File: src/rtl/uart_irq_pkg.sv
package uart_irq_pkg;
  localparam int ADDR_W = 2;
  localparam logic [ADDR_W-1:0] A_DATA = 2'd0;
  localparam logic [ADDR_W-1:0] A_STAT = 2'd1;
  localparam logic [ADDR_W-1:0] A_CTRL = 2'd2;
  // status bit positions, also source index on the request merge
  localparam int S_RXNE = 0;
  localparam int S_TXE  = 1;
  localparam int S_PAR  = 2;
  localparam int S_FRM  = 3;
  localparam int S_OVR  = 4;
  localparam int N_SRC  = 5;
  // control bit positions
  localparam int C_RX   = 0;
  localparam int C_TX   = 1;
  localparam int C_PAR  = 2;
  localparam int C_ERR  = 3;
  localparam int N_CTRL = 4;
endpackage

File: src/rtl/uart_rx_status.sv
module uart_rx_status #(
  parameter int DATA_W = 8
) (
  input  logic              clk_i,
  input  logic              rst_ni,
  input  logic              rx_valid_i,
  input  logic [DATA_W-1:0] rx_data_i,
  input  logic              rx_par_err_i,
  input  logic              rx_frm_err_i,
  input  logic              data_rd_i,
  input  logic              rxne_wr0_i,
  input  logic              par_clr_i,
  input  logic              frm_clr_i,
  input  logic              ovr_clr_i,
  output logic              rxne_o,
  output logic              par_o,
  output logic              frm_o,
  output logic              ovr_o,
  output logic [DATA_W-1:0] rx_data_o
);
  always_ff @(posedge clk_i or negedge rst_ni) begin
    if (!rst_ni) begin
      rxne_o    <= 1'b0;
      rx_data_o <= '0;
    end else if (rx_valid_i) begin
      rxne_o    <= 1'b1;
      rx_data_o <= rx_data_i;
    end else if (data_rd_i || rxne_wr0_i) begin
      rxne_o    <= 1'b0;
    end
  end

  // error flags: set wins over a simultaneous clear
  always_ff @(posedge clk_i or negedge rst_ni) begin
    if (!rst_ni) begin
      par_o <= 1'b0;
      frm_o <= 1'b0;
      ovr_o <= 1'b0;
    end else begin
      if (rx_valid_i && rx_par_err_i) par_o <= 1'b1;
      else if (par_clr_i)             par_o <= 1'b0;
      if (rx_valid_i && rx_frm_err_i) frm_o <= 1'b1;
      else if (frm_clr_i)             frm_o <= 1'b0;
      // a byte consumed in the same cycle is not lost
      if (rx_valid_i && rxne_o && !data_rd_i) ovr_o <= 1'b1;
      else if (ovr_clr_i)                     ovr_o <= 1'b0;
    end
  end
endmodule

File: src/rtl/uart_tx_status.sv
module uart_tx_status #(
  parameter int DATA_W = 8
) (
  input  logic              clk_i,
  input  logic              rst_ni,
  input  logic              data_wr_i,
  input  logic [DATA_W-1:0] wdata_i,
  input  logic              tx_ready_i,
  output logic              txe_o,
  output logic [DATA_W-1:0] tx_data_o
);
  always_ff @(posedge clk_i or negedge rst_ni) begin
    if (!rst_ni) begin
      txe_o     <= 1'b1;
      tx_data_o <= '0;
    end else if (data_wr_i) begin
      txe_o     <= 1'b0;
      tx_data_o <= wdata_i;
    end else if (tx_ready_i) begin
      txe_o     <= 1'b1;
    end
  end
endmodule

File: src/rtl/uart_irq_merge.sv
module uart_irq_merge #(
  parameter int N = 5
) (
  input  logic         clk_i,
  input  logic         rst_ni,
  input  logic [N-1:0] src_i,
  input  logic [N-1:0] en_i,
  output logic         irq_o
);
  logic [N-1:0] gated;

  for (genvar g = 0; g < N; g++) begin : g_gate
    assign gated[g] = src_i[g] & en_i[g];
  end

  always_ff @(posedge clk_i or negedge rst_ni) begin
    if (!rst_ni) irq_o <= 1'b0;
    else         irq_o <= |gated;
  end
endmodule

File: src/rtl/uart_irq_flags.sv
module uart_irq_flags
  import uart_irq_pkg::*;
#(
  parameter int DATA_W = 8
) (
  input  logic              clk_i,
  input  logic              rst_ni,
  input  logic              rx_valid_i,
  input  logic [DATA_W-1:0] rx_data_i,
  input  logic              rx_par_err_i,
  input  logic              rx_frm_err_i,
  input  logic              tx_ready_i,
  output logic [DATA_W-1:0] tx_data_o,
  input  logic [ADDR_W-1:0] bus_addr_i,
  input  logic              bus_wr_i,
  input  logic              bus_rd_i,
  input  logic [DATA_W-1:0] bus_wdata_i,
  output logic [DATA_W-1:0] bus_rdata_o,
  output logic              irq_o
);
  localparam int PAD_S = DATA_W - N_SRC;
  localparam int PAD_C = DATA_W - N_CTRL;

  logic              data_rd, data_wr, stat_wr, ctrl_wr;
  logic              rxne, txe, par_f, frm_f, ovr_f;
  logic [DATA_W-1:0] rx_q;
  logic [N_CTRL-1:0] ctrl_q;
  logic [N_SRC-1:0]  stat_v, en_v;

  assign data_rd = bus_rd_i && (bus_addr_i == A_DATA);
  assign data_wr = bus_wr_i && (bus_addr_i == A_DATA);
  assign stat_wr = bus_wr_i && (bus_addr_i == A_STAT);
  assign ctrl_wr = bus_wr_i && (bus_addr_i == A_CTRL);

  always_ff @(posedge clk_i or negedge rst_ni) begin
    if (!rst_ni)      ctrl_q <= '0;
    else if (ctrl_wr) ctrl_q <= bus_wdata_i[N_CTRL-1:0];
  end

  uart_rx_status #(.DATA_W(DATA_W)) u_rx (
    .clk_i        (clk_i),
    .rst_ni       (rst_ni),
    .rx_valid_i   (rx_valid_i),
    .rx_data_i    (rx_data_i),
    .rx_par_err_i (rx_par_err_i),
    .rx_frm_err_i (rx_frm_err_i),
    .data_rd_i    (data_rd),
    .rxne_wr0_i   (stat_wr && !bus_wdata_i[S_RXNE]),
    .par_clr_i    (stat_wr && bus_wdata_i[S_PAR]),
    .frm_clr_i    (stat_wr && bus_wdata_i[S_FRM]),
    .ovr_clr_i    (stat_wr && bus_wdata_i[S_OVR]),
    .rxne_o       (rxne),
    .par_o        (par_f),
    .frm_o        (frm_f),
    .ovr_o        (ovr_f),
    .rx_data_o    (rx_q)
  );

  uart_tx_status #(.DATA_W(DATA_W)) u_tx (
    .clk_i      (clk_i),
    .rst_ni     (rst_ni),
    .data_wr_i  (data_wr),
    .wdata_i    (bus_wdata_i),
    .tx_ready_i (tx_ready_i),
    .txe_o      (txe),
    .tx_data_o  (tx_data_o)
  );

  always_comb begin
    stat_v         = '0;
    stat_v[S_RXNE] = rxne;
    stat_v[S_TXE]  = txe;
    stat_v[S_PAR]  = par_f;
    stat_v[S_FRM]  = frm_f;
    stat_v[S_OVR]  = ovr_f;
    en_v           = '0;
    en_v[S_RXNE]   = ctrl_q[C_RX];
    en_v[S_TXE]    = ctrl_q[C_TX];
    en_v[S_PAR]    = ctrl_q[C_PAR];
    en_v[S_FRM]    = ctrl_q[C_ERR];
    en_v[S_OVR]    = ctrl_q[C_ERR];
  end

  uart_irq_merge #(.N(N_SRC)) u_irq (
    .clk_i  (clk_i),
    .rst_ni (rst_ni),
    .src_i  (stat_v),
    .en_i   (en_v),
    .irq_o  (irq_o)
  );

  always_comb begin
    case (bus_addr_i)
      A_DATA:  bus_rdata_o = rx_q;
      A_STAT:  bus_rdata_o = {{PAD_S{1'b0}}, stat_v};
      A_CTRL:  bus_rdata_o = {{PAD_C{1'b0}}, ctrl_q};
      default: bus_rdata_o = '0;
    endcase
  end
endmodule

File: config.mk
export PLATFORM = sky130hd
export DESIGN_NAME = uart_irq_flags
export DESIGN_NICKNAME = d
export VERILOG_FILES = /design/src/rtl/uart_irq_pkg.sv /design/src/rtl/uart_rx_status.sv /design/src/rtl/uart_tx_status.sv /design/src/rtl/uart_irq_merge.sv /design/src/rtl/uart_irq_flags.sv
export SDC_FILE = /design/constraint.sdc
export NUM_CORES = 1
export LEC_CHECK = 0
export ABC_AREA = 1
export CORE_ASPECT_RATIO = 1.2
export CORE_MARGIN = 10
export CORE_UTILIZATION = 41
export CTS_BUF_LIST = sky130_fd_sc_hd__clkbuf_8
export CTS_CLUSTER_DIAMETER = 60
export DETAILED_ROUTE_END_ITERATION = 8
export GPL_TIMING_DRIVEN = 0
export PLACE_DENSITY = 0.78
export RECOVER_POWER = 100
export SETUP_SLACK_MARGIN = 0.15
export SLEW_MARGIN = 20
export SYNTH_ARGS = -nofsm -noshare
export SYNTH_HDL_FRONTEND = slang
export SYNTH_SLANG_ARGS = --single-unit
File: constraint.sdc
create_clock -name clk_i -period 1 [get_ports clk_i]
set_clock_uncertainty 0.2 [all_clocks]
set_input_delay 0.25 -clock clk_i [delete_from_list [all_inputs] [get_ports clk_i]]
set_output_delay 0.25 -clock clk_i [all_outputs]
set_load 0.005 [all_outputs]
==> run summary, run 1 <==
die area = 0.005382 sq mm
Root Buffer = clkbuf_8
syn avg cell area = 8.261 sq um
fillcell total = 197
DP HPWL = 2512 um
Critical Path Start Type = flip-flop
Die W = 68.66 um
Die Y = 78.39 um
GR Overflow Total = 0
Clock Tree Buf Depth = 2
register area share after synthesis = 0.5596
initial antenna violation count = 0
Tot GR Track Use = 0.1379
Clock Sink Count = 26
Worst Path Buf+Inv = 1
ys flop type = dfrtp_1
Final Cell Area = 0.002058 sq mm
RR Endpoint = u_irq.irq_o
largest area contributor in the netlist = dfrtp_1
worst reg2reg path startpoint = u_tx.txe_o
Synth top cells by count = nand2_1, dfrtp_1, inv_1
max-slew violation count = 0
Arrival @ worst endpoint = 1.06 ns
Yosys cell types = 18
CP Max Fanout = 2
Port Buffers = 41
Setup Crit Path Kind = reg -> out
Leakage Power = 0.001044 uW
Placed Area = 0.001723 sq mm
CTS Buf Count = 3
first-pass GRT wire length = 5954 um
Syn-to-layout area delta = 76.69%
peak supply drop = 0.0008699 V
WL final = 3974 um
Final min period = 1.513 ns
cell with the most instances after synthesis = nand2_1
number of synthesized flops with an enable pin = 0
Crit. End Element = output pin
post-synth top area share = 0.5371
Layout Nets = 243
failing checks = negative hold slack, negative setup slack
RSZ-0062 raised after global routing = true
core region area = 0.002759 sq mm
Critical Path RT = 0.55 ns
Initial Util = 0.4222
worst relative slew slack = 0.5655
flop2flop setup slack = -0.15 ns
Core Util, Final = 0.7460
fin crit share = 1.513
clk_lat worst skew = 0.27 ns
top cells by area, synth = dfrtp_1, nand2_1, inv_1
Pwr Density = 1347 mW/mm^2
worst slew pin tran = 0.6517 ns
mapped cell area = 0.001165 sq mm
CTS tree = yes
FP Rows = 21
CP cell instances = nand2_2 > nand3_2 > buf_6
DRC = 0
GP Congestion = 0.8906
pre-CTS WS = -1.508 ns
crit path max-delay cell type = dfstp_2
Min-Delay Path Class = in -> async
Max Cap Violations = 0
post-synth net total = 167
largest net degree at the start of global routing = 27
status = finished, violations left
DRT Pass-1 Iters = 6
highest cell delay on the worst timing path = 0.56 ns
fin cells = 250
Final Hold Viols = 30
vias in the first global route = 1307
Antenna Cells = 0
final setup fails = 33
Fmax achieved = 0.6609 GHz
reg2reg path depth = 4
Final WS setup = -0.5130 ns
Min Hold Slack = -0.2110 ns
vias per cell = 4.976
H-tree Lvls = 1
Post-Synthesis Cells = 141
Clock transition at path regs = 0.09 ns
initial DRC count = 65
dpl cells = 216
Crit path max-delay family = flip-flops
drt wl/cell = 15.90 um
share of synthesized registers carrying an async set or reset = 1.000
antenna-violating nets left = 0
vias = 1244
layout cells sized above 1 = 0.4583
number of synthesis warnings = 0
post-synthesis register bit count = 26
# IOs = 43
[per-layer routing]
layer	vias to the layer above	wire, um	track usage
li1	587	-	-
met1	586	1479	0.1531
met2	57	2084	0.2523
met3	14	311	0.03551
met4	0	99	0.02419
met5	-	0	0
[stage by stage]
stage	hold WS [ns]	setup TNS (ns)	total power (uW)
final	-0.2110	-6.527	2773
after CTS	-0.2145	-5.591	2663
after floorplan	-0.2456	-0.2138	1541
after global routing	-0.1639	-7.436	2890
after detailed placement	0.07558	-29.51	1923
after global placement	0.2530	-49.27	1901
[logic make-up (layout without fill, tap and decap cells)]
group                  after synthesis  in the layout  share of synthesized area
AOI/OAI and AO/OA                   20             20                     0.1053
buffers and inverters               19             94                    0.06981
DFF                                 26             26                     0.5596
and+or+nand+nor                     76             76                     0.2653
[how the worst max path moves through the flow]
| stage | start | endpoint | cells past startpoint |
|---|---|---|---|
| floorplan | u_tx.txe_o | bus_rdata_o[1] | 2 |
| global placement | bus_addr_i[1] | bus_rdata_o[3] | 6 |
| detailed placement | bus_addr_i[1] | bus_rdata_o[3] | 6 |
| CTS | u_tx.txe_o | bus_rdata_o[1] | 3 |
| global route | u_tx.txe_o | bus_rdata_o[1] | 3 |
| finish | u_tx.txe_o | bus_rdata_o[1] | 3 |
[final cells by class]
| class | instances | area [sq um] | share of cell area |
|---|---|---|---|
| timing repair buffer | 71 | 618.1 | 0.3003 |
| sequential | 26 | 651.9 | 0.3167 |
| buffer | 3 | 41.29 | 0.02006 |
| tap | 34 | 42.54 | 0.02067 |
| inverter | 16 | 81.33 | 0.03951 |
| clock buffer | 4 | 55.05 | 0.02675 |
| multi-input combinational | 96 | 568.0 | 0.2760 |
[registers in the layout (all words and copies together), names as in the netlist]
register	cells
u_rx.rxne_o	1
u_rx.frm_o	1
u_rx.ovr_o	1
u_tx.txe_o	1
u_rx.par_o	1
u_rx.rx_data_o	8
u_irq.irq_o	1
ctrl_q	4
u_tx.tx_data_o	8
[power breakdown]
part           leakage, uW  switching, uW  internal [uW]  total (uW)
Combinational     0.000709            381            450         830
Sequential        0.000307           73.6           1180        1260
Clock            0.0000288            332            352         685
[cells in the final DEF, fill, tap and decap left out, drive strengths merged, types with 3 or more instances in the layout]
cell type,count
nand2,63
buf,50
dfrtp,25
clkdlybuf4s50,17
o21ai,16
inv,16
nor2,9
clkbuf,8
o211ai,3
nand3,3
[worst register-to-register path, delay by kind of cell (launching register included)]
kind,cells,cell delay [ns]
and+or+nand+nor,2,0.14
buffers and inverters,2,0.19
DFF,1,0.56
[timing repair]
action,4_1_cts,5_1_grt
pin swaps,14,11
hold endpoints to repair,31,29
gates resized for setup,110,22
setup endpoints to repair,35,42
setup buffers,21,8
cloned,0,1
Note: power is estimated with default switching activity, not from simulation.
==> inputs of run 2 (changes only) <==
- SKIP_CTS_REPAIR_TIMING: unset -> 1
==> run summary, run 2 (synthesized netlist as in run 1, its figures left out) <==
CP cell instances = nand2_2 > nand3_2 > buf_6
core region area = 0.002759 sq mm (unchanged)
worst relative slew slack = 0.5888 (+0.02324)
Crit path max-delay family = flip-flops
GR Overflow Total = 0 (unchanged)
Initial Util = 0.4222 (unchanged)
status = finished, violations left
vias per cell = 4.862 (-2.3%)
GP Congestion = 0.8906 (unchanged)
Critical Path RT = 0.55 ns (about the same)
DRC = 0 (unchanged)
# IOs = 43 (unchanged)
worst slew pin tran = 0.6168 ns (-0.03487 ns)
clk_lat worst skew = 0.26 ns (about the same)
Layout Nets = 232 (-4.5%)
Antenna Cells = 0 (unchanged)
peak supply drop = 0.0009039 V (+3.9%)
WL final = 3615 um (-9.0%)
RSZ-0062 raised after global routing = true
pre-CTS WS = -1.508 ns (unchanged)
max-slew violation count = 0 (unchanged)
FP Rows = 21 (unchanged)
Root Buffer = clkbuf_8
first-pass GRT wire length = 5319 um (-11%)
Fmax achieved = 0.6571 GHz (-0.58%)
Critical Path Start Type = flip-flop
leading cell type in the layout, fill and taps excluded = nand2_1
antenna-violating nets left = 0 (unchanged)
final setup fails = 29 (-12%)
vias = 1162 (-6.6%)
Leakage Power = 0.001026 uW (-1.7%)
Final WS setup = -0.5217 ns (-0.008772 ns)
Setup Crit Path Kind = reg -> out
Final Hold Viols = 29 (-3.3%)
most frequent cells in the layout = nand2_1, dfrtp_1, clkdlybuf4s50_1
layout cells sized above 1 = 0.4146 (-0.04370)
Clock Tree Buf Depth = 2 (unchanged)
Worst Path Buf+Inv = 1 (unchanged)
fin crit share = 1.522 (+0.008772)
initial antenna violation count = 0 (unchanged)
vias in the first global route = 1187 (-9.2%)
H-tree Lvls = 1 (unchanged)
highest cell delay on the worst timing path = 0.58 ns (+0.02 ns)
crit path max-delay cell type = dfstp_2
DP HPWL = 2512 um (unchanged)
DRT Pass-1 Iters = 4 (-2)
Tot GR Track Use = 0.1222 (-0.01572)
initial DRC count = 48 (-26%)
largest net degree at the start of global routing = 27 (unchanged)
Final min period = 1.522 ns (+0.008772 ns)
Min-Delay Path Class = in -> async
PnR Total Power = 2676 uW (-3.5%)
CP Max Fanout = 3 (+1)
Arrival @ worst endpoint = 1.07 ns (about the same)
Port Buffers = 41 (unchanged)
Clock Sink Count = 26 (unchanged)
Die W = 68.66 um (unchanged)
Clock transition at path regs = 0.09 ns (about the same)
failing checks = negative hold slack, negative setup slack
die area = 0.005382 sq mm (unchanged)
CTS Buf Count = 3 (unchanged)
Pwr Density = 1360 mW/mm^2 (+0.98%)
top flop regs = u_rx.rx_data_o: 8 flops, u_tx.tx_data_o: 8 flops, ctrl_q: 4 flops
CTS tree = yes
drt wl/cell = 15.13 um (-4.8%)
Min Hold Slack = -0.2184 ns (-0.007321 ns)
Die Y = 78.39 um (unchanged)
Crit. End Element = output pin
fillcell total = 211 (+7.1%)
Max Cap Violations = 0 (unchanged)
Syn-to-layout area delta = 68.85%
## run 2: routing by layer
metal / part of all wire / track usage / vias up
met5: 0 / 0 / -
met4: 0.0058 / 0.03024 / 0
met3: 0.072 / 0.04261 / 2
met2: 0.53 / 0.2126 / 43
met1: 0.39 / 0.1353 / 550
li1: - / - / 567
## run 2: final timing paths
| kind | from | end | slack (ns) | depth (start not counted) |
|---|---|---|---|---|
| hold / removal | rst_ni | u_tx.tx_data_o[4] | -0.22 | 1 |
| max in group asynchronous | rst_ni | u_tx.tx_data_o[7] | 0.42 | 1 |
| setup / recovery | u_tx.txe_o | bus_rdata_o[1] | -0.52 | 3 |
| min in group clk_i | rx_valid_i | u_rx.rx_data_o[2] | -0.01 | 2 |
| hold reg to reg | u_tx.tx_data_o[4] | u_tx.tx_data_o[4] | 0.29 | 2 |
| setup reg to reg | u_tx.txe_o | u_tx.txe_o | -0.06 | 3 |
## run 2: layout make-up
type / count / area, sq um / area share
inverters: 16 / 81.33 / 0.04135
repair buffers: 60 / 524.3 / 0.2665
plain buffers: 3 / 41.29 / 0.02099
multi-input cells: 96 / 570.5 / 0.2901
well taps: 34 / 42.54 / 0.02163
flip-flops and latches: 26 / 651.9 / 0.3314
clock buffers: 4 / 55.05 / 0.02799
## run 2: power by group
group	total, uW	switching, uW	internal [uW]
Sequential	1270	81.2	1180
Combinational	737	344	392
Clock	674	322	352
Total	2680	748	1930
## run 2: metrics by stage
| stage | hold WS, ns | TNS [ns] | cell area (sq um) | utilization | cells |
|---|---|---|---|---|---|
| 2_1_floorplan | -0.2456 | -0.2138 | 1275 | - | 141 |
| 3_3_place_gp | 0.2530 | -49.27 | 1728 | 0.6263 | 216 |
| 3_5_place_dp | 0.07558 | -29.51 | 1723 | 0.6245 | 216 |
| 4_1_cts | -0.2145 | -26.83 | 1778 | 0.6444 | 220 |
| 5_1_grt | -0.1771 | -6.659 | 1967 | 0.7129 | 239 |
| 6_report | -0.2184 | -5.654 | 1967 | 0.7129 | 239 |
